<file path="config.mk">
export PLATFORM = sky130hd
export DESIGN_NAME = prot_rd_addr_gen
export DESIGN_NICKNAME = d
export VERILOG_FILES = /design/src/rtl/rdag_pkg.sv /design/src/rtl/rdag_ctrl.sv /design/src/rtl/rdag_addr.sv /design/src/rtl/prot_rd_addr_gen.sv
export SDC_FILE = /design/constraint.sdc
export NUM_CORES = 1
export LEC_CHECK = 0
export ABC_AREA = 1
export BUFFER_PORTS_ARGS = -buffer_cell sky130_fd_sc_hd__buf_4
export CORE_MARGIN = 3
export CORE_UTILIZATION = 35
export DETAILED_ROUTE_END_ITERATION = 6
export PLACE_DENSITY = 0.66
export SLEW_MARGIN = 20
export SYNTH_ARGS = -nofsm -noshare
export SYNTH_HDL_FRONTEND = slang
export SYNTH_SLANG_ARGS = --single-unit
</file>
<file path="constraint.sdc">
create_clock -name clk -period 2.3 [get_ports clk]
set_input_delay 0.115 -clock clk [delete_from_list [all_inputs] [get_ports clk]]
set_output_delay 0.115 -clock clk [all_outputs]
set_load 0.005 [all_outputs]
</file>
<file path="src/rtl/rdag_pkg.sv">
package rdag_pkg;
   typedef enum logic [2:0] {
      ST_IDLE,
      ST_HI,
      ST_LO,
      ST_RUN,
      ST_RND,
      ST_HOLD
   } rdag_st_e;

   typedef enum logic [2:0] {
      OP_NONE,
      OP_CLR,
      OP_HI,
      OP_LO,
      OP_RND,
      OP_INC
   } rdag_op_e;
endpackage

</file>
<file path="src/rtl/rdag_ctrl.sv">
module rdag_ctrl
   import rdag_pkg::*;
(
   input  logic     clk,
   input  logic     rst_n,
   input  logic     sess_act,
   input  logic     arr_sel,
   input  logic     addr_stb,
   input  logic     byte_done,
   input  logic     byte_ack,
   input  logic     rstart,
   output rdag_st_e st,
   output rdag_op_e op,
   output logic     arr_q,
   output logic     sess_end
);
   logic act_q;

   // array choice captured once when the session opens
   always_ff @(posedge clk) begin
      if (!rst_n) begin
         st       <= ST_IDLE;
         arr_q    <= 1'b0;
         act_q    <= 1'b0;
         sess_end <= 1'b0;
      end else begin
         act_q    <= sess_act;
         sess_end <= act_q & ~sess_act;
         if (!sess_act) begin
            st <= ST_IDLE;
         end else begin
            unique case (st)
               ST_IDLE: begin
                  st    <= ST_HI;
                  arr_q <= arr_sel;
               end
               ST_HI:   if (addr_stb) st <= ST_LO;
               ST_LO:   if (addr_stb) st <= ST_RUN;
               ST_RUN: begin
                  if (rstart)
                     st <= ST_RND;
                  else if (byte_done && !byte_ack)
                     st <= ST_HOLD;
               end
               ST_RND:  if (addr_stb) st <= ST_RUN;
               ST_HOLD: if (rstart) st <= ST_RND;
               default: st <= ST_IDLE;
            endcase
         end
      end
   end

   always_comb begin
      op = OP_NONE;
      if (!sess_act) begin
         op = OP_CLR;
      end else begin
         unique case (st)
            ST_HI:   if (addr_stb) op = OP_HI;
            ST_LO:   if (addr_stb) op = OP_LO;
            ST_RUN:  if (!rstart && byte_done && byte_ack) op = OP_INC;
            ST_RND:  if (addr_stb) op = OP_RND;
            default: op = OP_NONE;
         endcase
      end
   end
endmodule

</file>
<file path="src/rtl/rdag_addr.sv">
module rdag_addr
   import rdag_pkg::*;
#(
   parameter int A0_AW = 13,
   parameter int A1_AW = 5,
   parameter int BW    = 8
) (
   input  logic             clk,
   input  logic             rst_n,
   input  rdag_op_e         op,
   input  logic             arr,
   input  logic [BW-1:0]    byte_in,
   output logic [A0_AW-1:0] addr_q
);
   localparam int AW = A0_AW;
   localparam logic [AW-1:0] M0 = '1;
   localparam logic [AW-1:0] M1 = AW'((64'd1 << A1_AW) - 64'd1);

   logic [AW-1:0] mask;
   logic [AW-1:0] ld_hi;
   logic [AW-1:0] ld_low;
   logic [AW-1:0] nxt;

   assign mask = arr ? M1 : M0;

   // high byte lands above the low byte, then the array mask drops spare bits
   assign ld_hi  = AW'({byte_in, addr_q[BW-1:0]}) & mask;
   // low or random byte keeps the current upper field, masked per array
   assign ld_low = {addr_q[AW-1:BW], byte_in} & mask;

   always_comb begin
      unique case (op)
         OP_CLR:  nxt = '0;
         OP_HI:   nxt = ld_hi;
         OP_LO:   nxt = ld_low;
         OP_RND:  nxt = ld_low;
         OP_INC:  nxt = (addr_q + AW'(1)) & mask;
         default: nxt = addr_q;
      endcase
   end

   always_ff @(posedge clk) begin
      if (!rst_n) addr_q <= '0;
      else        addr_q <= nxt;
   end
endmodule

</file>
<file path="src/rtl/prot_rd_addr_gen.sv">
module prot_rd_addr_gen
   import rdag_pkg::*;
#(
   parameter int A0_AW = 13,
   parameter int A1_AW = 5,
   parameter int BW    = 8
) (
   input  logic             clk,
   input  logic             rst_n,
   input  logic             sess_act,
   input  logic             arr_sel,
   input  logic             addr_stb,
   input  logic [BW-1:0]    addr_byte,
   input  logic             byte_done,
   input  logic             byte_ack,
   input  logic             rstart,
   output logic [A0_AW-1:0] addr,
   output logic             sess_end
);
   generate
      if (A0_AW <= BW || A0_AW > 2 * BW)
         $error("A0_AW must lie between BW+1 and 2*BW");
      if (A1_AW < 1 || A1_AW > BW)
         $error("A1_AW must lie between 1 and BW");
   endgenerate

   rdag_st_e st_w;
   rdag_op_e op_w;
   logic     arr_w;

   rdag_ctrl u_ctrl (
      .clk       (clk),
      .rst_n     (rst_n),
      .sess_act  (sess_act),
      .arr_sel   (arr_sel),
      .addr_stb  (addr_stb),
      .byte_done (byte_done),
      .byte_ack  (byte_ack),
      .rstart    (rstart),
      .st        (st_w),
      .op        (op_w),
      .arr_q     (arr_w),
      .sess_end  (sess_end)
   );

   rdag_addr #(.A0_AW(A0_AW), .A1_AW(A1_AW), .BW(BW)) u_addr (
      .clk     (clk),
      .rst_n   (rst_n),
      .op      (op_w),
      .arr     (arr_w),
      .byte_in (addr_byte),
      .addr_q  (addr)
   );
endmodule

</file>
# [Yosys cells after proc, flatten, opt, wreduce, memory -nomap -nowiden]
# Index checks and enable logic that the tools add are counted.
[word_totals] register_bits=19 in_bits=16 output_inout_bits=14 word_cells=51
[op_classes] add_sub_neg=1 n_eq_ne=14 mux=14 bitwise_logic=5 n_reduce_logical=12
[op_table] op="case mux 13 bit (4 select lines)" n=1
[op_table] op="bitwise AND 13 bit" n=3
[op_table] op="two-way mux 3 bit" n=8
[op_table] op="case mux 3 bit (5 select lines)" n=1
[op_table] op="adder 13 x 1 -> 13 bit (second input constant)" n=1
[op_table] op="two-way mux 13 bit" n=1
[op_table] op="== test 3 x 2 -> 1 bit (second input constant)" n=4
[op_table] op="== test 3 bit (second input constant)" n=4
[op_table] op="case mux 3 bit (4 select lines)" n=1
[op_table] op="== test 3 x 1 -> 1 bit (second input constant)" n=2
[op_table] op="two-way mux 2 bit" n=2
[op_table] op="!= test 2 bit (second input constant)" n=2
[op_table] op="AND reduction 2 bit" n=2
[op_table] op="AND reduction 4 bit" n=1
[op_table] op="nonzero test 4 bit" n=1
[op_table] op="OR reduction 2 bit" n=2
[op_table] op="logical AND 1 bit" n=3
[op_table] op="logical NOT 3 bit" n=1
[op_table] op="!= test 3 x 2 -> 1 bit (second input constant)" n=1
[op_table] op="logical NOT 1 bit" n=2
[op_table] op="!= test 2 x 1 -> 1 bit (second input constant)" n=1
[op_table] op="bitwise AND 1 bit" n=1
[op_table] op="NOT 1 bit" n=1

# [Depth between registers and ports, before layout]
[logic_depth] ltp_word=9 mapped_depth=13 depth_no_buf=13

# [Cells and area by module]
# From an unflattened synthesis, not the netlist that was laid out.
[hier_totals] hier_cells=245 hier_area_um2=1441.4
[modules_own_cells] mod="rdag_addr" n_inst=1 cells_per_inst=186 area_each_um2=1079.8 seq_area_each_um2=260.2
[modules_own_cells] mod="rdag_ctrl" n_inst=1 cells_per_inst=59 area_each_um2=361.6 seq_area_each_um2=120.1

# [Least setup slack after synthesis]
# Ideal clock, no wire load.
[synth_timing] kind="register to register" from="register u_ctrl.st[0]" to="register u_addr.addr_q[4]" setup_ps=110 t_arrival_ps=1317 required_ps=2190 slack_ps=873 path_stages_with_launch=11 path_buffers=1 period_less_slack_ps=1427 path_cell_list="dfxtp_1 -> nor2_1 -> nor2_1 -> nand4_1 -> nand2_2 -> nor2_4 -> buf_6 -> nand3b_1 -> o211ai_1 -> nand2_1 -> inv_1"
[synth_via] elab_chain_cells=6 word_cells_on_any_way=14 classes_between="eq/ne: 9; mux: 3; reduce/logical: 2"
[synth_lines] element="start: declaration" line="rdag_ctrl.sv:12" source="output rdag_st_e st,"
[synth_lines] element="start signal: assignment" line="rdag_ctrl.sv:22" source="st <= ST_IDLE;"
[synth_lines] element="start signal: assignment" line="rdag_ctrl.sv:30" source="st <= ST_IDLE;"
[synth_lines] element="start signal: assignment" line="rdag_ctrl.sv:34" source="st <= ST_HI;"
[synth_lines] element="== test 3 bit, or another cell as far along" line="rdag_ctrl.sv:58" source="unique case (st)"
[synth_lines] element="case mux 3 bit (4 select lines) *" line="rdag_ctrl.sv:58"
[synth_lines] element="two-way mux 3 bit *" line="rdag_ctrl.sv:55" source="if (!sess_act) begin"
[synth_lines] element="== test 3 x 2 -> 1 bit / == test 3 bit (equally long branches)" line="rdag_addr.sv:32" source="unique case (op)"
[synth_lines] element="OR reduction 2 bit (no line)"
[synth_lines] element="case mux 13 bit (4 select lines) / nonzero test 4 bit (equally long branches)"
[synth_lines] element="end signal: assignment" line="rdag_addr.sv:44" source="else addr_q <= nxt;"
[synth_lines] element="end: declaration" line="rdag_addr.sv:13" source="output logic [A0_AW-1:0] addr_q"
# Mark *: on every way between the ends. The rest lies on a longest branch, timed or not.
# A chain may end at the register's enable or synchronous reset.

# [Final worst setup path]
[layout_timing] from="register u_ctrl.st[2]" to="register u_addr.addr_q[5]"
# Same word-level chain as after synthesis.

==> out/results.txt <==
Vias in the first global route -> 1,488
CP Cell Sequence -> nor2_1 -> nand2_1 -> nand4_1 -> nand2_1 -> inv_2 -> nand2_1 -> inv_1 -> nand2_1 -> a21oi_1
Worst Setup End Kind -> flip-flop
Die width -> 69.4 um
# DRC -> 0
Final worst path period share -> 79.3%
Critical Path RT -> 2450 ps
Crit-path max FO -> 11
RSZ-0062 raised after global routing -> no
GP Congestion -> 0.886
Outcome -> finished, final reports clean
DRT Wirelength -> 3720 um
Crit start category -> flip-flop
Layout cells sized above 1 -> 16.6%
Fin. Hold Viols -> 0
Yosys reg bits -> 19
PwrDens -> 425 nW/um^2
Core area -> 3770 um^2
Antenna fix cells -> 0
Final Max Slew Viols -> 0
Fin nets -> 289
Synth warn -> 0
Area Overhead vs Synth -> 20.6%
Post-DP HPWL -> 2880 um
Critical path arrival -> 1970 ps
Least-Margin Pin Slew -> 474 ps
Synth Instances -> 243
Hold worst-path end -> u_ctrl.sess_end
# setup viols final -> 0
Initial Util -> 37.3%
Hold WC Path Type -> in -> reg
Critical path class -> reg -> reg
Rows -> 22
Leak -> 0.870 nW
Worst-path clk slew -> 80 ps
Delay-heaviest family, CP -> simple AND/OR/NAND/NOR gates
Max transition margin -> 68.3%
Global router's overall resource usage -> 16.2%
Fmax -> 548 MHz
CTS Buf Count -> 3
Slowest CP cell -> dfxtp_1
Final instance area -> 1700 um^2
CTS Hold Bufs -> 0
Clock Root Buffer -> clkbuf_8
Iter 0 DRT Violations -> 102
Worst-Skew Late Latency -> 270 ps
Clock sinks -> 19
Io pins -> 30
Hold path start -> sess_act
Final min period -> 1820 ps
Via count -> 1,552
Worst R2R End -> u_addr.addr_q[5]
Hold Path Cell Cnt -> 2
CTS tree -> built
Die Y-Extent -> 69.4 um
Clock skew -> 7.00 ps
DP Area -> 1650 um^2
Reg-to-reg startpoint -> u_ctrl.st[2]
Synthesized cell area -> 1410 um^2
Peak VDD IR -> 0.000232 V
Post-CTS Setup Bufs -> 0
Die area -> 4820 um^2
Power, Total -> 722 uW
Largest net degree at the start of global routing -> 13
Initial antenna violation count -> 0
Flop2flop setup slack -> 480 ps
Via density -> 4.87
Sequential share of the synthesized area -> 27.0%
Grt total ovfl -> 0
Worst path bufs/invs -> 2
Unique cell type count in the Yosys netlist -> 27
Post-CTS sizing -> 0
Avg Cell Area, Syn -> 5.79 um^2
Fin Setup TNS -> 0 ps
Max-cap violations -> 0
Most common cell on crit path -> nand2_1
IO buf count -> 29
CTS max path bufs -> 2
First drt pass iteration count -> 4
Avg WL per Cell -> 11.7 um
First-pass GRT wire length -> 6530 um
Worst R2R Path Depth -> 9
CP max stage delay -> 450 ps
Crit path from -> u_ctrl.st[2]
Post-DRT Antenna Nets -> 0
Total nets after synthesis -> 260
Hold WS -> 90.0 ps
# H-tree levels -> 1
how the worst max path moves through the flow:
stage	depth (start not counted)	to
6_report	9	u_addr.addr_q[5]
5_1_grt	9	u_addr.addr_q[5]
4_1_cts	9	u_addr.addr_q[5]
3_5_place_dp	9	u_addr.addr_q[5]
3_3_place_gp	9	u_addr.addr_q[5]
2_1_floorplan	10	u_addr.addr_q[4]
flip-flops by register name (all words and copies together), names as in the netlist:
register / cells
u_ctrl.act_q: 1
u_ctrl.st: 3
u_ctrl.sess_end: 1
u_ctrl.arr_q: 1
u_addr.addr_q: 13
through the flow:
step / util (%) / worst slack, ps / instances
3_5_place_dp: 43.8 / 503 / 315
2_1_floorplan: - / 873 / 243
6_report: 45.0 / 476 / 319
3_3_place_gp: 43.8 / 482 / 315
4_1_cts: 45.0 / 475 / 319
5_1_grt: 45.0 / 195 / 319
area by class of cell:
| type | instances | area (um^2) |
|---|---|---|
| clock buffer | 4 | 45.0 |
| fill | 406 | 2070 |
| inverter | 40 | 150 |
| multi-input combinational | 179 | 845 |
| sequential | 19 | 380 |
| tap | 48 | 60.1 |
| timing repair buffer | 29 | 218 |
where the power goes:
part           switching [mW]  internal (mW)
registers              0.0122          0.339
clock network           0.127          0.124
logic                  0.0695         0.0502
layer usage:
layer / share of wire (%) / wire [um] / up-vias / GRT usage (%)
met3: 5.4 / 202 / 4 / 3.77
li1: - / - / 828 / -
met2: 46 / 1710 / 41 / 24.8
met4: 1.3 / 49 / 0 / 6.29
met5: 0 / 0 / - / 0
met1: 47 / 1760 / 679 / 21.8
synthesized netlist by cell type:
master	n	area, um^2
nand3_1	32	160
a21boi_0	1	7.51
ha_1	1	12.5
buf_6	1	11.3
nand4_1	8	50.1
dfxtp_1	19	380
nand3_2	1	10.0
xnor2_1	1	8.76
nor2_1	18	67.6
clkbuf_1	1	3.75
nor3_2	1	10.0
nor2_2	1	6.26
o21bai_1	2	15.0
nor2_4	1	11.3
nand2_1	83	312
buf_2	2	10.0
or2_2	1	6.26
nand2_2	4	25.0
nand3b_1	1	7.51
buf_4	1	7.51
inv_2	3	11.3
xor2_1	1	8.76
inv_1	37	139
o211ai_1	4	30.0
a21oi_1	9	45.0
nand2_4	1	11.3
o21ai_0	8	40.0
placed cells by master (no fill, tap or decap):
cell type,n
nand2_1,83
a21oi_1,9
nor2_1,18
o211ai_1,4
nor2_2,1
nor2_4,1
dfxtp_1,19
o21bai_1,2
nand4_1,8
nand2_2,4
clkbuf_8,3
xor2_1,1
nand3b_1,1
xnor2_1,1
inv_1,37
or2_2,1
ha_1,1
nand3_1,32
nand2_4,1
nor3_2,1
buf_4,29
nand3_2,1
inv_2,3
clkbuf_1,1
o21ai_0,8
a21boi_0,1
worst register-to-register path: stages (launching register included):
cell and delay (ps):
dfxtp_1 450, nor2_1 100, nand2_1 130, nand4_1 410, nand2_1 340, inv_2 70, nand2_1 70, inv_1 40
nand2_1 50, a21oi_1 50
logic make-up (layout without fill, tap and decap cells):
logic type	Yosys count	count (layout)	share of synthesized area, %
XOR/XNOR	2	2	1.24
AND/OR/NAND/NOR	152	152	48.1
AO/OA/AOI/OAI	24	24	9.78
adder cells (fa/ha/maj)	1	1	0.889
flip-flops	19	19	27.0
buffers and inverters	45	73	13.0
Power figures use the tool's default switching activity.
